==> src/rtl/addr_seg_pkg.sv <==
package addr_seg_pkg;
  typedef enum logic [2:0] {
    SEG_USER  = 3'd0,
    SEG_SUPV  = 3'd1,
    SEG_KERN  = 3'd2,
    SEG_WIN_C = 3'd3,
    SEG_WIN_U = 3'd4,
    SEG_WIN64 = 3'd5
  } seg_e;

  typedef enum logic [1:0] {
    PRV_USER = 2'b00,
    PRV_SUPV = 2'b01,
    PRV_KERN = 2'b10,
    PRV_RSVD = 2'b11
  } priv_e;

  localparam logic [2:0] ALG_NONE    = 3'b000;
  localparam logic [2:0] ALG_UNC     = 3'b010;
  localparam logic [2:0] ALG_UNC_ACC = 3'b111;
  localparam logic [2:0] ALG_CWE     = 3'b110;
endpackage

==> src/rtl/seg_dec32.sv <==
module seg_dec32
  import addr_seg_pkg::*;
#(
  parameter int PHYS_W = 40
) (
  input  logic [31:0]       a,
  output seg_e              seg,
  output logic              mapped,
  output logic              cached,
  output logic [2:0]        algo,
  output logic [PHYS_W-1:0] paddr
);
  localparam int WIN_W = 29;

  always_comb begin
    seg    = SEG_USER;
    mapped = 1'b0;
    cached = 1'b0;
    algo   = ALG_NONE;
    paddr  = '0;
    if (!a[31]) begin
      seg    = SEG_USER;
      mapped = 1'b1;
    end else if (a[30]) begin
      seg    = SEG_KERN;
      mapped = 1'b1;
    end else begin
      paddr = {{(PHYS_W-WIN_W){1'b0}}, a[WIN_W-1:0]};
      if (!a[29]) begin
        seg    = SEG_WIN_C;
        cached = 1'b1;
        algo   = ALG_CWE;
      end else begin
        seg  = SEG_WIN_U;
        algo = ALG_UNC;
      end
    end
  end
endmodule

==> src/rtl/seg_dec64.sv <==
module seg_dec64
  import addr_seg_pkg::*;
#(
  parameter int PHYS_W = 40
) (
  input  logic [63:0]       a,
  output seg_e              seg,
  output logic              mapped,
  output logic              cached,
  output logic [2:0]        algo,
  output logic [PHYS_W-1:0] paddr,
  output logic              fmt_err
);
  localparam int VHI = 44;
  localparam int CMP = 31;

  logic hi_zero;
  logic compat_ones;
  assign hi_zero     = ~|a[61:VHI];
  assign compat_ones = &a[61:CMP];

  always_comb begin
    seg     = SEG_USER;
    mapped  = 1'b0;
    cached  = 1'b0;
    algo    = ALG_NONE;
    paddr   = '0;
    fmt_err = 1'b0;
    case (a[63:62])
      2'b00: begin
        seg     = SEG_USER;
        mapped  = 1'b1;
        fmt_err = !hi_zero;
      end
      2'b01: begin
        seg     = SEG_SUPV;
        mapped  = 1'b1;
        fmt_err = !hi_zero;
      end
      2'b11: begin
        seg     = SEG_KERN;
        mapped  = 1'b1;
        fmt_err = !(hi_zero || compat_ones);
      end
      default: begin
        seg     = SEG_WIN64;
        algo    = a[61:59];
        paddr   = a[PHYS_W-1:0];
        cached  = (a[61:59] >= 3'b011) && (a[61:59] <= 3'b110);
        fmt_err = (|a[56:PHYS_W]) || (a[61:59] < 3'b010) ||
                  ((|a[58:57]) && (a[61:59] != ALG_UNC) && (a[61:59] != ALG_UNC_ACC));
      end
    endcase
  end
endmodule

==> src/rtl/seg_access_chk.sv <==
module seg_access_chk
  import addr_seg_pkg::*;
(
  input  seg_e       seg,
  input  logic [1:0] priv,
  output logic       deny
);
  always_comb begin
    case (seg)
      SEG_USER: deny = !(priv == PRV_USER || priv == PRV_KERN);
      SEG_SUPV: deny = !(priv == PRV_SUPV || priv == PRV_KERN);
      default:  deny = (priv != PRV_KERN);
    endcase
  end
endmodule

==> src/rtl/addr_seg_classifier.sv <==
module addr_seg_classifier
  import addr_seg_pkg::*;
#(
  parameter int ADDR_W = 64,
  parameter int PHYS_W = 40
) (
  input  logic              clk,
  input  logic              rst_n,
  input  logic              in_valid,
  input  logic [ADDR_W-1:0] in_addr,
  input  logic [1:0]        in_priv,
  input  logic              in_wide,
  output logic              out_valid,
  output logic [2:0]        out_seg,
  output logic              out_mapped,
  output logic              out_cached,
  output logic [2:0]        out_algo,
  output logic [PHYS_W-1:0] out_paddr,
  output logic              out_err,
  output logic [ADDR_W-1:0] out_vaddr
);
  localparam int NARROW = 32;

  seg_e              s32, s64, sel_seg;
  logic              m32, m64, c32, c64, fe64, deny;
  logic [2:0]        a32, a64;
  logic [PHYS_W-1:0] p32, p64;
  logic [ADDR_W-1:0] vext;

  seg_dec32 #(.PHYS_W(PHYS_W)) u_d32 (
    .a(in_addr[NARROW-1:0]), .seg(s32), .mapped(m32), .cached(c32),
    .algo(a32), .paddr(p32)
  );

  seg_dec64 #(.PHYS_W(PHYS_W)) u_d64 (
    .a(in_addr), .seg(s64), .mapped(m64), .cached(c64),
    .algo(a64), .paddr(p64), .fmt_err(fe64)
  );

  assign sel_seg = in_wide ? s64 : s32;

  seg_access_chk u_acc (.seg(sel_seg), .priv(in_priv), .deny(deny));

  assign vext = in_wide ? in_addr
                        : {{(ADDR_W-NARROW){in_addr[NARROW-1]}}, in_addr[NARROW-1:0]};

  logic              n_err, n_map, n_cac;
  logic [2:0]        n_alg;
  logic [PHYS_W-1:0] n_pa;

  always_comb begin
    n_err = deny || (in_wide && fe64);
    n_map = in_wide ? m64 : m32;
    n_cac = in_wide ? c64 : c32;
    n_alg = in_wide ? a64 : a32;
    n_pa  = in_wide ? p64 : p32;
    if (n_err) begin
      n_map = 1'b0;
      n_cac = 1'b0;
      n_alg = ALG_NONE;
      n_pa  = '0;
    end
  end

  always_ff @(posedge clk or negedge rst_n) begin
    if (!rst_n) begin
      out_valid  <= 1'b0;
      out_seg    <= '0;
      out_mapped <= 1'b0;
      out_cached <= 1'b0;
      out_algo   <= '0;
      out_paddr  <= '0;
      out_err    <= 1'b0;
      out_vaddr  <= '0;
    end else begin
      out_valid <= in_valid;
      if (in_valid) begin
        out_seg    <= sel_seg;
        out_mapped <= n_map;
        out_cached <= n_cac;
        out_algo   <= n_alg;
        out_paddr  <= n_pa;
        out_err    <= n_err;
        out_vaddr  <= vext;
      end
    end
  end
endmodule

==> config.mk <==
export PLATFORM = sky130hd
export DESIGN_NAME = addr_seg_classifier
export DESIGN_NICKNAME = d
export VERILOG_FILES = /design/src/rtl/addr_seg_pkg.sv /design/src/rtl/seg_dec32.sv /design/src/rtl/seg_dec64.sv /design/src/rtl/seg_access_chk.sv /design/src/rtl/addr_seg_classifier.sv
export SDC_FILE = /design/constraint.sdc
export NUM_CORES = 1
export LEC_CHECK = 0
export BUFFER_PORTS_ARGS = -buffer_cell sky130_fd_sc_hd__buf_4
export CORE_MARGIN = 2
export CORE_UTILIZATION = 50
export CTS_BUF_LIST = sky130_fd_sc_hd__clkbuf_16
export CTS_CLUSTER_SIZE = 40
export DETAILED_ROUTE_END_ITERATION = 8
export PLACE_DENSITY = 0.83
export SLEW_MARGIN = 20
export SYNTH_ARGS = -nofsm -noshare
export SYNTH_HDL_FRONTEND = slang
export SYNTH_SLANG_ARGS = --single-unit
==> constraint.sdc <==
create_clock -name clk -period 1.1 [get_ports clk]
set_clock_uncertainty 0.1 [all_clocks]
set_input_delay 0 -clock clk [delete_from_list [all_inputs] [get_ports clk]]
set_output_delay 0 -clock clk [all_outputs]
set_load 0.005 [all_outputs]
# Yosys cells after proc, flatten, opt, wreduce, memory -nomap -nowiden
# Index checks and enable logic that the tools add are counted.
# totals
elab_cells,72
in_bits,70
register_bits,114
# op_classes
muxes,30
n_eq_ne,8
n_reduce_logical,23
order_cmp,3
# ops
operator,n
$mux 40,4
$mux 64,1
$reduce_and 31->1,1
$mux 3,10
$mux 29,1
$reduce_or 18->1,1
$reduce_or 17->1,1
$mux 1,11
$pmux 3 s3,1
$logic_or 1x1->1,6
$eq 2x1->1 const B,2
$eq 2x2->1 const B,2
$logic_and 1x1->1,4
$logic_not 1->1,4
$logic_not 2->1,2
$pmux 1 s2,2
$reduce_or 2->1,2
$eq 3x1->1 const B,1
$ge 3x2->1 const B,1
$le 3x3->1 const B,1
$logic_not 3->1,1
$lt 3x2->1 const B,1
$ne 3x2->1 const B,1
$ne 3x3->1 const B,1
2 further kinds,2

# Logic depth before layout (Yosys ltp)
# depth
word_depth,8
mapped_depth,9

# By module
# A second synthesis with hierarchy kept.
# unflattened
hier_cells,570
area_unflattened_um2,6283.5
# by_module_without_submodules
module,n_inst,seq_area_each_um2,area_each_um2,cells_per_inst
addr_seg_classifier,1,2852.7,5277.6,425
seg_dec64,1,0.0,523.0,84
seg_dec32,1,0.0,426.7,53
seg_access_chk,1,0.0,56.3,8

# Least setup slack after synthesis
# No wires, ideal clock.
# synth_timing
kind,input -> register
from,input in_addr[62]
to,register out_paddr[23]
cell_stages,9
n_path_buf,2
path_slack_ns,-0.830
arrival_time_ns,1.733
t_required_ns,0.904
cell_sequence,inv_1 -> ha_1 -> buf_2 -> or3_1 -> or3_1 -> nor4_2 -> nor4_2 -> buf_6 -> o32ai_2
# synth_via
elab_chain_len,7
word_cells_on_any_way,16
classes_between,eq/ne (3); mux (7); reduce/logical (6)
# synth_rtl
element,line,rtl
"start, declared",addr_seg_classifier.sv:10,"input logic [ADDR_W-1:0] in_addr,"
"$eq 2x2->1, or another cell as far along",seg_dec64.sv:29,case (a[63:62])
$pmux 3 s3,seg_dec64.sv:29,
$mux 3,addr_seg_classifier.sv:40,assign sel_seg = in_wide ? s64 : s32;
$eq 3x1->1 or $logic_not 3->1 (tied branches),seg_access_chk.sv:9,case (seg)
$pmux 1 s2,seg_access_chk.sv:9,
$logic_or 1x1->1,addr_seg_classifier.sv:52,n_err = deny || (in_wide && fe64);
$mux 40 *,addr_seg_classifier.sv:57,if (n_err) begin
"end signal, assigned",addr_seg_classifier.sv:82,out_paddr <= n_pa;
"end, declared",addr_seg_classifier.sv:18,"output logic [PHYS_W-1:0] out_paddr,"
# Mark *: on every way between the ends. The rest lies on a longest branch, timed or not.
# A chain may end at the register's enable or synchronous reset.

# Final worst setup path
# layout_timing
from,input in_addr[62]
to,register out_paddr[16]
# The elaborated chain is that of the path after synthesis.

==> impl_summary.md <==
Synthesis
The sequential element share of the synthesized area is 0.5670. The area fraction in compound gates after synthesis is 0.2323. The post-synthesis share of cell area spent on and, or, nand and nor gates is 0.09028. By count the netlist is led by sky130_fd_sc_hd__dfrtp_1, sky130_fd_sc_hd__a21oi_1, sky130_fd_sc_hd__inv_1. The biggest area consumer among synthesized cells is sky130_fd_sc_hd__dfrtp_1. The count of mapped cells out of synthesis is 487. Yosys attributes the largest share of cell area to sky130_fd_sc_hd__dfrtp_1, sky130_fd_sc_hd__o32ai_2, sky130_fd_sc_hd__a21oi_1. For this run, asynchronously set or reset flops after synthesis account for 1.000. The largest family of logic cells by synthesized area is compound AO/OA/AOI/OAI gates. Yosys instantiated no cell more often than sky130_fd_sc_hd__dfrtp_1. In the synthesized netlist the dominant register cell turns out to be sky130_fd_sc_hd__dfrtp_1. Yosys mapped the design onto 34 distinct sky130hd cell types.

The adder-cell share of the synthesized area is 0.01741. The synthesized area per cell is 10.33 sq um. The net count after synthesis is 564.

The portion of synthesized area spent on multiplexers is 0.006715. After synthesis the cells add up to 5031 sq um. The total of flip-flops plus latches after synthesis is 114. The number of synthesized flops with an enable pin is 0. Of the total synthesized cell area, the portion taken by XOR and XNOR cells is 0.003482.

Of the post-synthesis cell area, the dominant cell type holds 0.5670. The total of warnings raised by yosys is 0.

Clocking
The clock slew at the register clock pins of the worst setup and hold paths is 50 ps. Buffers inserted to repair hold after CTS numbered 68. For this design, the sink count on the clock tree is 114. No sink is reached through more buffers than the 2 on the longest clock path. The clock reaches the later pin of the worst-skew pair after 410 ps.

The clock tree synthesis step divided the H-tree into 4 levels. The root cell of the clock tree is sky130_fd_sc_hd__clkbuf_16. Counting the buffers created by CTS gives 17. TritonCTS built the clock tree.

Timing
The max-slew violation count is 0. The final count of hold timing violations is 20. The post-layout minimum cycle time is 1726 ps. For this run, the top clock speed supported by timing is 0.5792 GHz. The measured slew at the worst slew-check pin is 726.6 ps.

The final number of setup-violating endpoints is 46. In the finished design, the share of the clock period the worst path needs comes to 1.569. In this run the tightest slew margin relative to its limit is 0.5120. Setup repair after global routing could not meet its margin everywhere. The worst hold slack is -62.34 ps. The smallest setup slack after layout is -626.4 ps.

Hold path
The tightest min-delay check is of the input port to async pin type.

Run
The number of maximum-capacitance constraint violations is 0.

Route
The number of vias in the routed layout is 5144. The per-cell via count in the routed design is 5.484. The antenna violation net count after detailed routing is 0. For this run, design rule violations remaining after detail routing come to 0. After the first detailed-routing iteration, the DRC count stood at 292. The routed length per placed instance is 19.67 um. The pre-antenna-repair detailed-routing pass consisted of 5 iterations. The aggregate routed wire length is 18.45 mm.

Die
For this configuration, the core starts out at a cell density of 0.5147. After floorplanning, the core was divided into 36 placement rows. The die width is 104.3 um. The area of the die is 10880 sq um. The die is 104.3 um tall.

Pin placement for this block handled 184 I/O pins. The placeable core area is 9774 sq um.

Setup path
In this design, the largest share of critical-path delay is due to simple AND/OR/NAND/NOR gates. The number of buffers and inverters on the critical path is 3. The critical path ends at out_paddr[16]$_DFFE_PN0P_. The arrival time at the worst endpoint is 1930 ps. The endpoint identified for the worst register-to-register timing path is out_vaddr[5]$_DFFE_PN0P_. The worst setup path is launched from an input port. The required arrival time at the worst endpoint is 1310 ps. The cell depth of the worst flop-to-flop path is 2.

The worst register-to-register path begins at out_vaddr[5]$_DFFE_PN0P_. The delay of the slowest cell on the worst path is 390 ps. Tracing the worst setup path back leads to its startpoint at in_addr[62]. The critical path depth in cells is 9.

The library cell contributing the largest single delay on the critical path is sky130_fd_sc_hd__or3_4. Walking the worst path, the cells encountered are buf_12 -> inv_12 -> ha_4 -> or3_4 -> or3_4 -> nor4_4 -> nor4_4 -> buf_12 -> o32ai_2. The largest fanout on the critical path is 10.

Across all register-to-register paths, the minimum setup slack is 190 ps. The critical setup path kind is input port to register. The worst setup path is captured at a register.

Layout
The synthesis-to-layout area growth is 74.14%. The repair_antennas step left the layout with diodes totalling 0. At the end of the flow, the number of nets in the layout was 871.

Of the cells placed in the final design, the portion with a size suffix greater than 1 is 0.4236. Measured on the finished design, the core utilization comes to 0.8963. The layout has 390 filler cells.

Placement
The sum of net half-perimeters after detailed placement is 10.74 mm. The routability congestion estimate is 0.8168. Input and output buffers added on the ports amount to 183.

GRT
The first global-routing pass estimated 29.65 mm of wire. The via count of the first global-routing pass is 5582. The overall track demand over capacity in global routing is 0.3479. The number of antenna violations at the first check in global routing was 0. The total congestion overflow after global routing is 0.

The maximum number of pins on one net before global-route repair is 47.

Pwr
IR analysis of the VDD net gives a maximum drop of 1097 uV. The reported net switching power is 3170 uW. The clock share of power is 0.458. The share of total power dissipated in sequential elements is 0.367.

Of the total power, the share spent switching nets is 0.2478. The leakage power is 0.004077 uW. The part of the total power dissipated in combinational logic is 0.176. In this run the power density over the cells is 1460 nW/um^2.

The cell-internal power is 9621 uW.

Outcome
The flow ran to the end, but the final reports show violations. The checks that failed: negative hold slack, negative setup slack.
[per-stage QoR]
step           instance area, sq um  power, uW  std cells  TNS, ps  setup slack [ps]
3_5_place_dp                   7061       6538        829   -44140             -1059
2_1_floorplan                  5116       5375        487   -29220            -767.1
5_1_grt                        8761      13200        938   -25880            -674.2
6_report                       8761      12790        938   -24150            -626.4
4_1_cts                        8706      12680        937   -20310            -580.8
3_3_place_gp                   7061       6463        829   -40680            -967.4
[layout by cell type (no fill, tap or decap), types with 4 or more instances in the layout]
| master | netlist | routed |
|---|---|---|
| sky130_fd_sc_hd__dfrtp_1 | 114 | 114 |
| sky130_fd_sc_hd__buf_12 | 0 | 9 |
| sky130_fd_sc_hd__clkbuf_16 | 0 | 19 |
| sky130_fd_sc_hd__o32ai_2 | 27 | 22 |
| sky130_fd_sc_hd__nand4_1 | 8 | 8 |
| sky130_fd_sc_hd__nor2_1 | 41 | 41 |
| sky130_fd_sc_hd__a21oi_1 | 70 | 70 |
| sky130_fd_sc_hd__o32ai_4 | 0 | 9 |
| sky130_fd_sc_hd__nand2_1 | 34 | 34 |
| sky130_fd_sc_hd__o21ai_0 | 34 | 33 |
| sky130_fd_sc_hd__clkinv_1 | 0 | 4 |
| sky130_fd_sc_hd__dlygate4sd3_1 | 0 | 68 |
| sky130_fd_sc_hd__inv_1 | 67 | 65 |
| sky130_fd_sc_hd__buf_4 | 0 | 241 |
| sky130_fd_sc_hd__bufinv_16 | 0 | 5 |
| sky130_fd_sc_hd__a22o_1 | 12 | 12 |
[cells by family after synthesis]
logic type                 Yosys count
xor gates and xnor gates             2
and+or+nand+nor                    101
DFF                                114
AOI/OAI and AO/OA                  156
adders and majority gates            7
buffers and inverters              104
muxes                                3
[sequential cells by signal, indices dropped and copies added (netlist names)]
name and flops:
out_algo 3, out_cached 1, out_err 1, out_mapped 1, out_paddr 40, out_seg 3, out_vaddr 64, out_valid 1
[worst min-delay path by stage]
| stage | slack [ps] | depth (start not counted) | end | startpoint |
|---|---|---|---|---|
| after floorplan | -400 | 0 | out_algo[0]$_DFFE_PN0P_ | rst_n |
| after detailed placement | -180 | 1 | out_vaddr[24]$_DFFE_PN0P_ | rst_n |
| after global placement | -180 | 1 | out_vaddr[21]$_DFFE_PN0P_ | rst_n |
| final | -60 | 2 | out_paddr[24]$_DFFE_PN0P_ | rst_n |
| after CTS | -70 | 2 | out_vaddr[24]$_DFFE_PN0P_ | rst_n |
| after global routing | -40 | 5 | out_seg[2]$_DFFE_PN0P_ | in_addr[30] |
[area by class of cell]
| class | instances | area (sq um) | share of cell area |
|---|---|---|---|
| timing repair buffer | 325 | 2796 | 0.3192 |
| multi-input combinational | 269 | 2062 | 0.2354 |
| clock buffer | 17 | 425.4 | 0.04856 |
| inverter | 67 | 266.5 | 0.03042 |
| clock inverter | 13 | 191.4 | 0.02185 |
| sequential | 114 | 2853 | 0.3256 |
| tap | 133 | 166.4 | 0.01899 |
[power by group through the flow]
stage	logic [uW]	clock network (uW)	registers [uW]
floorplan	638	0	4740
finish	2250	5850	4690
CTS	2160	5850	4670
global route	2400	6090	4710
global placement	1740	0	4720
detailed placement	1800	0	4740
[layer usage]
| layer | wire length, um | global-route usage | vias up |
|---|---|---|---|
| met5 | 0 | 0 | - |
| met1 | 6837 | 0.4004 | 2517 |
| met3 | 1313 | 0.08208 | 52 |
| li1 | - | - | 2290 |
| met2 | 9678 | 0.6204 | 285 |
| met4 | 621 | 0.1429 | 0 |
[repair_timing]
item                                   4_1_cts  5_1_grt
endpoints found under the hold margin      223       20
gates cloned                                 4        0
pin swaps                                   20       12
setup endpoints to repair                   46       47
resized for setup                           37       10
buffers inserted                             6        3
(Power assumes the default switching activity.)
